File: src/rtl/mesi_pkg.sv
// Shared types for the MESI snooping controller.
// Assumes: 2-bit encodings are visible on the bus ports.
package mesi_pkg;
    typedef enum logic [1:0] {
        ST_I = 2'd0,
        ST_S = 2'd1,
        ST_E = 2'd2,
        ST_M = 2'd3
    } line_st_t;

    typedef enum logic [1:0] {
        CMD_RD   = 2'd0,
        CMD_RDX  = 2'd1,
        CMD_UPGR = 2'd2,
        CMD_WB   = 2'd3
    } bus_cmd_t;
endpackage

File: src/rtl/mesi_line_store.sv
// Direct-mapped array of coherence state, tag and data per line.
// Two read ports (request side, snoop side), two write ports.
// Assumes: the snoop write and the request write never target the same
// line in one cycle; if they do, the snoop state update wins.
module mesi_line_store
    import mesi_pkg::*;
#(
    parameter int ADDR_W  = 8,
    parameter int INDEX_W = 2,
    parameter int DATA_W  = 8,
    localparam int TAG_W  = ADDR_W - INDEX_W,
    localparam int LINES  = 1 << INDEX_W
) (
    input  logic               clk,
    input  logic               rst_n,
    input  logic [INDEX_W-1:0] lk_idx,
    output line_st_t           lk_state,
    output logic [TAG_W-1:0]   lk_tag,
    output logic [DATA_W-1:0]  lk_data,
    input  logic [INDEX_W-1:0] sn_idx,
    output line_st_t           sn_state,
    output logic [TAG_W-1:0]   sn_tag,
    output logic [DATA_W-1:0]  sn_data,
    input  logic               fw_en,
    input  line_st_t           fw_state,
    input  logic [TAG_W-1:0]   fw_tag,
    input  logic [DATA_W-1:0]  fw_data,
    input  logic               sw_en,
    input  line_st_t           sw_state
);
    line_st_t          st_q  [LINES];
    logic [TAG_W-1:0]  tag_q [LINES];
    logic [DATA_W-1:0] dat_q [LINES];

    // Coherence state: cleared on reset, snoop update applied last.
    always_ff @(posedge clk) begin
        if (!rst_n) begin
            for (int i = 0; i < LINES; i++) st_q[i] <= ST_I;
        end else begin
            if (fw_en) st_q[lk_idx] <= fw_state;
            if (sw_en) st_q[sn_idx] <= sw_state;
        end
    end

    // Tag and data payload: written only by the request side.
    always_ff @(posedge clk) begin
        if (fw_en) begin
            tag_q[lk_idx] <= fw_tag;
            dat_q[lk_idx] <= fw_data;
        end
    end

    // Asynchronous read ports.
    always_comb begin
        lk_state = st_q[lk_idx];
        lk_tag   = tag_q[lk_idx];
        lk_data  = dat_q[lk_idx];
        sn_state = st_q[sn_idx];
        sn_tag   = tag_q[sn_idx];
        sn_data  = dat_q[sn_idx];
    end
endmodule

File: src/rtl/mesi_snoop_unit.sv
// Combinational response to another master's bus transaction: shared
// contribution, data supply and the next state of the snooped line.
// Assumes: the line fields come from the store read at the snoop index.
module mesi_snoop_unit
    import mesi_pkg::*;
#(
    parameter int DATA_W        = 8,
    parameter int TAG_W         = 6,
    parameter bit SUPPLY_FROM_E = 1'b1
) (
    input  logic              snp_valid,
    input  logic [1:0]        snp_cmd,
    input  logic [TAG_W-1:0]  snp_tag,
    input  line_st_t          line_state,
    input  logic [TAG_W-1:0]  line_tag,
    input  logic [DATA_W-1:0] line_data,
    output logic              shared_o,
    output logic              supply_o,
    output logic [DATA_W-1:0] data_o,
    output logic              upd_en,
    output line_st_t          upd_state
);
    logic held;

    // Decide the reply and the state change for a snooped command.
    always_comb begin
        held      = snp_valid && (line_state != ST_I) && (line_tag == snp_tag);
        shared_o  = 1'b0;
        supply_o  = 1'b0;
        upd_en    = 1'b0;
        upd_state = line_state;
        if (held) begin
            case (snp_cmd)
                CMD_RD: begin
                    shared_o = 1'b1;
                    if (line_state == ST_M) begin
                        supply_o  = 1'b1;
                        upd_en    = 1'b1;
                        upd_state = ST_S;
                    end else if (line_state == ST_E) begin
                        supply_o  = SUPPLY_FROM_E;
                        upd_en    = 1'b1;
                        upd_state = ST_S;
                    end
                end
                CMD_RDX, CMD_UPGR: begin
                    supply_o  = (line_state == ST_M) && (snp_cmd == CMD_RDX);
                    upd_en    = 1'b1;
                    upd_state = ST_I;
                end
                default: ;
            endcase
        end
        data_o = supply_o ? line_data : '0;
    end
endmodule

File: src/rtl/mesi_req_fsm.sv
// Processor-side sequencer: serves hits locally, writes back dirty victims,
// issues read / read-exclusive / upgrade requests and installs fills.
// Assumes: no snoop is presented between our grant and our response, and
// cpu inputs are held stable until cpu_done.
module mesi_req_fsm
    import mesi_pkg::*;
#(
    parameter int ADDR_W  = 8,
    parameter int INDEX_W = 2,
    parameter int DATA_W  = 8,
    localparam int TAG_W  = ADDR_W - INDEX_W
) (
    input  logic               clk,
    input  logic               rst_n,
    input  logic               cpu_req,
    input  logic               cpu_we,
    input  logic [ADDR_W-1:0]  cpu_addr,
    input  logic [DATA_W-1:0]  cpu_wdata,
    output logic               cpu_done,
    output logic [DATA_W-1:0]  cpu_rdata,
    input  logic               snp_valid,
    output logic               bus_req,
    output logic [1:0]         bus_cmd,
    output logic [ADDR_W-1:0]  bus_addr,
    output logic [DATA_W-1:0]  bus_wdata,
    input  logic               bus_gnt,
    input  logic               bus_resp_valid,
    input  logic [DATA_W-1:0]  bus_resp_data,
    input  logic               bus_shared_in,
    output logic [INDEX_W-1:0] lk_idx,
    input  line_st_t           lk_state,
    input  logic [TAG_W-1:0]   lk_tag,
    input  logic [DATA_W-1:0]  lk_data,
    output logic               fw_en,
    output line_st_t           fw_state,
    output logic [TAG_W-1:0]   fw_tag,
    output logic [DATA_W-1:0]  fw_data
);
    typedef enum logic [2:0] {F_IDLE, F_WB, F_REQ, F_WAIT, F_DONE} fsm_t;

    fsm_t              st_q, st_d;
    logic [ADDR_W-1:0] addr_q;
    logic              we_q;
    logic [DATA_W-1:0] wdata_q, rdata_q, rdata_d;
    bus_cmd_t          cmd_q, req_cmd;
    logic [TAG_W-1:0]  cur_tag;
    logic              hit, accept;

    // Lookup address: live request while idle, latched request otherwise.
    always_comb begin
        cur_tag = (st_q == F_IDLE) ? cpu_addr[ADDR_W-1:INDEX_W] : addr_q[ADDR_W-1:INDEX_W];
        lk_idx  = (st_q == F_IDLE) ? cpu_addr[INDEX_W-1:0] : addr_q[INDEX_W-1:0];
        hit     = (lk_state != ST_I) && (lk_tag == cur_tag);
        accept  = (st_q == F_IDLE) && cpu_req && !snp_valid;
        if (!we_q)                       req_cmd = CMD_RD;
        else if (hit && lk_state == ST_S) req_cmd = CMD_UPGR;
        else                              req_cmd = CMD_RDX;
    end

    // Next state, bus drive and line write for each sequencer state.
    always_comb begin
        st_d      = st_q;
        bus_req   = 1'b0;
        bus_cmd   = req_cmd;
        bus_addr  = addr_q;
        bus_wdata = '0;
        fw_en     = 1'b0;
        fw_state  = lk_state;
        fw_tag    = lk_tag;
        fw_data   = lk_data;
        rdata_d   = rdata_q;
        case (st_q)
            F_IDLE: begin
                if (accept) begin
                    if (hit) begin
                        if (!cpu_we) begin
                            rdata_d = lk_data;
                            st_d    = F_DONE;
                        end else if (lk_state == ST_S) begin
                            st_d = F_REQ;
                        end else begin
                            fw_en    = 1'b1;
                            fw_state = ST_M;
                            fw_data  = cpu_wdata;
                            st_d     = F_DONE;
                        end
                    end else begin
                        st_d = (lk_state == ST_M) ? F_WB : F_REQ;
                    end
                end
            end
            F_WB: begin
                bus_cmd   = CMD_WB;
                bus_addr  = {lk_tag, addr_q[INDEX_W-1:0]};
                bus_wdata = lk_data;
                if (lk_state != ST_M) begin
                    st_d = F_REQ;
                end else begin
                    bus_req = 1'b1;
                    if (bus_gnt) begin
                        fw_en    = 1'b1;
                        fw_state = ST_I;
                        st_d     = F_REQ;
                    end
                end
            end
            F_REQ: begin
                bus_req = 1'b1;
                if (bus_gnt) begin
                    if (req_cmd == CMD_UPGR) begin
                        fw_en    = 1'b1;
                        fw_state = ST_M;
                        fw_tag   = addr_q[ADDR_W-1:INDEX_W];
                        fw_data  = wdata_q;
                        st_d     = F_DONE;
                    end else begin
                        st_d = F_WAIT;
                    end
                end
            end
            F_WAIT: begin
                if (bus_resp_valid) begin
                    fw_en  = 1'b1;
                    fw_tag = addr_q[ADDR_W-1:INDEX_W];
                    if (cmd_q == CMD_RD) begin
                        fw_state = bus_shared_in ? ST_S : ST_E;
                        fw_data  = bus_resp_data;
                        rdata_d  = bus_resp_data;
                    end else begin
                        fw_state = ST_M;
                        fw_data  = wdata_q;
                    end
                    st_d = F_DONE;
                end
            end
            default: st_d = F_IDLE;
        endcase
    end

    // Sequencer state and latched request fields.
    always_ff @(posedge clk) begin
        if (!rst_n) begin
            st_q    <= F_IDLE;
            addr_q  <= '0;
            we_q    <= 1'b0;
            wdata_q <= '0;
            rdata_q <= '0;
            cmd_q   <= CMD_RD;
        end else begin
            st_q    <= st_d;
            rdata_q <= rdata_d;
            if (accept) begin
                addr_q  <= cpu_addr;
                we_q    <= cpu_we;
                wdata_q <= cpu_wdata;
            end
            if (st_q == F_REQ && bus_gnt) cmd_q <= req_cmd;
        end
    end

    assign cpu_done  = (st_q == F_DONE);
    assign cpu_rdata = rdata_q;

    // store to an Exclusive line finishes next cycle with the line Modified
    p_silent_e_r3: assert property (@(posedge clk) disable iff (!rst_n)
        (accept && cpu_we && hit && lk_state == ST_E) |=> (st_q == F_DONE && lk_state == ST_M));

    // an upgrade grant leaves the line Modified and completes
    p_upgr_grant_r5: assert property (@(posedge clk) disable iff (!rst_n)
        (st_q == F_REQ && bus_gnt && bus_cmd == CMD_UPGR) |=> (lk_state == ST_M && cpu_done));

    // read fill state follows the shared line of the response cycle
    p_fill_state_r2: assert property (@(posedge clk) disable iff (!rst_n)
        (st_q == F_WAIT && bus_resp_valid && cmd_q == CMD_RD) |=>
            (lk_state == ($past(bus_shared_in) ? ST_S : ST_E)));

    // a granted writeback invalidates the victim before the fill request
    p_wb_clears_r10: assert property (@(posedge clk) disable iff (!rst_n)
        (st_q == F_WB && bus_req && bus_gnt) |=> (st_q == F_REQ && lk_state == ST_I));

    // no request is accepted while a snoop is presented
    p_snoop_stall_r11: assert property (@(posedge clk) disable iff (!rst_n)
        (st_q == F_IDLE && snp_valid) |=> (st_q == F_IDLE));

    // completion is a single-cycle pulse
    p_done_pulse_r4: assert property (@(posedge clk) disable iff (!rst_n)
        cpu_done |=> !cpu_done);
endmodule

File: src/rtl/mesi_snoop_ctrl.sv
// Top of the MESI snooping controller: line store, snoop responder and
// processor-side sequencer.
// Assumes: the bus arbiter serialises transactions and shows no foreign
// snoop between this controller's grant and its fill response.
module mesi_snoop_ctrl
    import mesi_pkg::*;
#(
    parameter int ADDR_W        = 8,
    parameter int INDEX_W       = 2,
    parameter int DATA_W        = 8,
    parameter bit SUPPLY_FROM_E = 1'b1,
    localparam int TAG_W        = ADDR_W - INDEX_W
) (
    input  logic              clk,
    input  logic              rst_n,
    input  logic              cpu_req,
    input  logic              cpu_we,
    input  logic [ADDR_W-1:0] cpu_addr,
    input  logic [DATA_W-1:0] cpu_wdata,
    output logic              cpu_done,
    output logic [DATA_W-1:0] cpu_rdata,
    output logic              bus_req,
    output logic [1:0]        bus_cmd,
    output logic [ADDR_W-1:0] bus_addr,
    output logic [DATA_W-1:0] bus_wdata,
    input  logic              bus_gnt,
    input  logic              bus_resp_valid,
    input  logic [DATA_W-1:0] bus_resp_data,
    input  logic              bus_shared_in,
    input  logic              snp_valid,
    input  logic [1:0]        snp_cmd,
    input  logic [ADDR_W-1:0] snp_addr,
    output logic              snp_shared,
    output logic              snp_supply,
    output logic [DATA_W-1:0] snp_data
);
    logic [INDEX_W-1:0] lk_idx;
    line_st_t           lk_state, sn_state, fw_state, sw_state;
    logic [TAG_W-1:0]   lk_tag, sn_tag, fw_tag;
    logic [DATA_W-1:0]  lk_data, sn_data, fw_data;
    logic               fw_en, sw_en;

    mesi_line_store #(.ADDR_W(ADDR_W), .INDEX_W(INDEX_W), .DATA_W(DATA_W)) u_store (
        .clk(clk), .rst_n(rst_n),
        .lk_idx(lk_idx), .lk_state(lk_state), .lk_tag(lk_tag), .lk_data(lk_data),
        .sn_idx(snp_addr[INDEX_W-1:0]), .sn_state(sn_state), .sn_tag(sn_tag), .sn_data(sn_data),
        .fw_en(fw_en), .fw_state(fw_state), .fw_tag(fw_tag), .fw_data(fw_data),
        .sw_en(sw_en), .sw_state(sw_state)
    );

    mesi_snoop_unit #(.DATA_W(DATA_W), .TAG_W(TAG_W), .SUPPLY_FROM_E(SUPPLY_FROM_E)) u_snoop (
        .snp_valid(snp_valid), .snp_cmd(snp_cmd), .snp_tag(snp_addr[ADDR_W-1:INDEX_W]),
        .line_state(sn_state), .line_tag(sn_tag), .line_data(sn_data),
        .shared_o(snp_shared), .supply_o(snp_supply), .data_o(snp_data),
        .upd_en(sw_en), .upd_state(sw_state)
    );

    mesi_req_fsm #(.ADDR_W(ADDR_W), .INDEX_W(INDEX_W), .DATA_W(DATA_W)) u_fsm (
        .clk(clk), .rst_n(rst_n),
        .cpu_req(cpu_req), .cpu_we(cpu_we), .cpu_addr(cpu_addr), .cpu_wdata(cpu_wdata),
        .cpu_done(cpu_done), .cpu_rdata(cpu_rdata),
        .snp_valid(snp_valid),
        .bus_req(bus_req), .bus_cmd(bus_cmd), .bus_addr(bus_addr), .bus_wdata(bus_wdata),
        .bus_gnt(bus_gnt), .bus_resp_valid(bus_resp_valid), .bus_resp_data(bus_resp_data),
        .bus_shared_in(bus_shared_in),
        .lk_idx(lk_idx), .lk_state(lk_state), .lk_tag(lk_tag), .lk_data(lk_data),
        .fw_en(fw_en), .fw_state(fw_state), .fw_tag(fw_tag), .fw_data(fw_data)
    );

    // a snooped read-exclusive or upgrade hit leaves the snooped line Invalid
    p_snoop_inval_r9: assert property (@(posedge clk) disable iff (!rst_n)
        (snp_valid && (snp_cmd == CMD_RDX || snp_cmd == CMD_UPGR) && sn_state != ST_I
         && sn_tag == snp_addr[ADDR_W-1:INDEX_W] && !fw_en) |=> (sn_state == ST_I || !$stable(snp_addr)));

    // a snooped read never leaves a held line Exclusive or Modified
    p_snoop_demote_r7: assert property (@(posedge clk) disable iff (!rst_n)
        (snp_valid && snp_cmd == CMD_RD && snp_shared && !fw_en) |=>
            (!$stable(snp_addr) || sn_state == ST_S));
endmodule

File: config.mk
export PLATFORM = sky130hd
export DESIGN_NAME = mesi_snoop_ctrl
export DESIGN_NICKNAME = d
export VERILOG_FILES = /design/src/rtl/mesi_pkg.sv /design/src/rtl/mesi_line_store.sv /design/src/rtl/mesi_snoop_unit.sv /design/src/rtl/mesi_req_fsm.sv /design/src/rtl/mesi_snoop_ctrl.sv
export SDC_FILE = /design/constraint.sdc
export NUM_CORES = 1
export LEC_CHECK = 0
export ABC_CLOCK_PERIOD_IN_PS = 12130
export CAP_MARGIN = 10
export CORE_ASPECT_RATIO = 1.1
export CORE_MARGIN = 2
export CORE_UTILIZATION = 40
export CTS_CLUSTER_SIZE = 20
export DETAILED_ROUTE_END_ITERATION = 8
export DONT_BUFFER_PORTS = 1
export PLACE_DENSITY_LB_ADDON = 0.25
export SLEW_MARGIN = 10
export SYNTH_ARGS = -nofsm -noshare
export SYNTH_HDL_FRONTEND = slang
export SYNTH_HIERARCHICAL = 1
export SYNTH_SLANG_ARGS = --single-unit
File: constraint.sdc
create_clock -name clk -period 12.13 [get_ports clk]
set_input_delay 2.426 -clock clk [delete_from_list [all_inputs] [get_ports clk]]
set_output_delay 2.426 -clock clk [all_outputs]
set_load 0.03 [all_outputs]
==> flow_summary.json <==
{
  "ant_nets": 0,
  "arrival_ns": 5.71,
  "nets": 540,
  "total_leakage_power_nw": 2.08,
  "cts_sinks": 94,
  "hold_path.class": "flop to flop",
  "cts-resized-gates": 0,
  "first_global_vias": 4030,
  "crit_required_ns": 9.70,
  "first_pass_iters": 5,
  "layout_commonest_cell": "nand2_1",
  "fmax_mhz": 123,
  "routabilityCongestion": 0.852,
  "drive_gt1_share_pct": 16.6,
  "cts_hold_buffers": 0,
  "setup_viol": 0,
  "vias": 4154,
  "stdcell_count": 688,
  "status": "completed",
  "power_density_nw_per_um2": 201,
  "synth_edf_count": 64,
  "synth_ff_type": "edfxtp_1",
  "ys_types": 64,
  "grt.total_usage_pct": 20.2,
  "synth.area.top_cells": "edfxtp_1, dfxtp_1, mux4_2",
  "skew_ns": 0.0112,
  "slew_headroom_pct": 25.1,
  "die_y_um": 130,
  "syn-cell-area_um2": 5750,
  "rows": 45,
  "area_growth_pct": 7.01,
  "post_cts_buffers": 0,
  "placed_cells": 672,
  "finalCritPeriodShare_pct": 67.1,
  "overflow": 0,
  "synthesis.instances": 515,
  "rsz0062_at_grt": "false",
  "final_cell_mix": "nand2_1, edfxtp_1, dfxtp_1",
  "critPathCaptureType": "output pin",
  "htreeDepth": 3,
  "use_met3_pct": 5.90,
  "wl_per_cell_um": 22.3,
  "worst_slew_pin_slew_ns": 1.11,
  "synth_warnings": 6,
  "route.detailed.drc": 0,
  "antenna_found_initial": 0,
  "tns_ns": 0,
  "cts_tree": "yes",
  "cap_viol_max_count": 0,
  "cts.clk_slew.worst_paths_ns": 0.07,
  "clk_latency_ns": 0.36,
  "ir_drop_uv": 98.8,
  "start_util_pct": 41.3,
  "routed_via_density": 6.04,
  "worst_slack_ns": 4.00,
  "die_area_um2": 15300,
  "synth.top_cell.area_share_pct": 33.4,
  "insertedDiodeCount": 0,
  "synth_nets": 560,
  "routed_wl_mm": 15.3,
  "top_usage_layer": "met2",
  "dpl.hpwl_mm": 10.7,
  "final_util_pct": 44.2,
  "cts_buffer_depth": 2,
  "met1_usage_pct": 24.6,
  "die_x_um": 118,
  "syn_area_per_cell_um2": 11.2,
  "final_hold_viol_count": 0,
  "min_period_ns": 8.13,
  "port-buffer-count": 0,
  "core_um2": 13900,
  "pre_cts_ws_ns": 4.04,
  "synth-seq-cells": 94,
  "grt_max_degree": 42,
  "met2_usage_pct": 33.2,
  "grt_pass1_wl_mm": 23.4,
  "crit_path_start_kind": "input port",
  "synth_top_area_cell": "edfxtp_1",
  "cp_max_fo": 21,
  "root_buffer": "clkbuf_16",
  "cts_buffers": 9,
  "synth-seq-area-share_pct": 43.9,
  "slew_viol_final": 0,
  "boundaryPins": 80,
  "async_reset_ff_share_pct": 0,
  "drt_iter0_drc": 382,
  "crit_type": "input port to output pin"
}
worst paths after layout:
| check | from | endpoint | slack [ns] | cells after the start |
|---|---|---|---|---|
| worst max-delay path | cpu_addr[1] | bus_cmd[1] | 4.00 | 9 |
| worst max register to register | u_fsm/st_q[2] | u_store/st_q[2][1] | 5.84 | 13 |
| worst min-delay path | u_fsm/wdata_q[5] | u_fsm/wdata_q[5] | 0.48 | 2 |
| worst min register to register | u_fsm/wdata_q[5] | u_fsm/wdata_q[5] | 0.48 | 2 |
power breakdown:
group	internal, mW	switching (mW)	total (mW)
Sequential	0.408	0.0363	0.444
Combinational	0.177	0.328	0.505
Clock	0.160	0.126	0.286
Total	0.746	0.490	1.24
stage by stage:
| step | total power, mW | hold slack [ns] | cell area, µm² |
|---|---|---|---|
| floorplan | 0.840 | 0.453 | 5750 |
| detailed placement | 0.955 | 0.471 | 5850 |
| global route | 1.30 | 0.493 | 6150 |
| global placement | 0.942 | 0.461 | 5850 |
| CTS | 1.24 | 0.481 | 6150 |
| finish | 1.24 | 0.483 | 6150 |
kinds of logic (layout without fill, tap and decap cells):
family                   Yosys count  after routing  synth area share (%)
XOR/XNOR                          10             10                  1.52
flip-flops                        94             94                  43.9
AND/OR/NAND/NOR                  195            195                  17.9
multiplexers                      57             57                  17.8
AO/OA/AOI/OAI                    107            107                  14.2
buffers and inverters             49             34                  4.05
adder cells (fa/ha/maj)            3              3                 0.653
synth_stat cells (16+ instances only):
cell type  count
a21boi_0      20
and2_1        19
clkbuf_1      21
dfxtp_1       30
edfxtp_1      64
mux2_2        16
mux4_2        24
nand2_1       87
nand3_1       20
o211ai_1      19
o21ai_0       16
worst max-delay path, stage by stage:
cell and delay (ns):
nand2_1 0.03, nand2_1 0.77, mux4_2 0.47, nor2b_1 0.16, a2111oi_0 0.51, a221oi_1 0.24, nor2_4 0.23, nand2_1 0.24
o21bai_1 0.61
layout make-up:
cell class / instances / area (µm²)
Sequential cell: 94 / 2520
Fill cell: 1272 / 7760
Timing Repair Buffer: 5 / 37.5
Tap cell: 188 / 235
Inverter: 13 / 48.8
Clock buffer: 9 / 225
Multi-Input combinational cell: 372 / 3010
Clock inverter: 7 / 72.6
metal layers:
layer | vias up | wire, µm
li1 | 1913 | -
met1 | 2078 | 6370
met2 | 138 | 7430
met3 | 25 | 1170
met4 | 0 | 378
met5 | - | 0
registers in the layout, indices dropped and copies added, names as in the netlist:
signal and count:
u_fsm/wdata_q 8, u_fsm/addr_q 8, u_fsm/cpu_rdata 8, u_store/dat_q 32, u_store/st_q 8, u_store/tag_q 24, u_fsm/we_q 1, u_fsm/cmd_q 2
u_fsm/st_q 3
(Power assumes the default switching activity.)
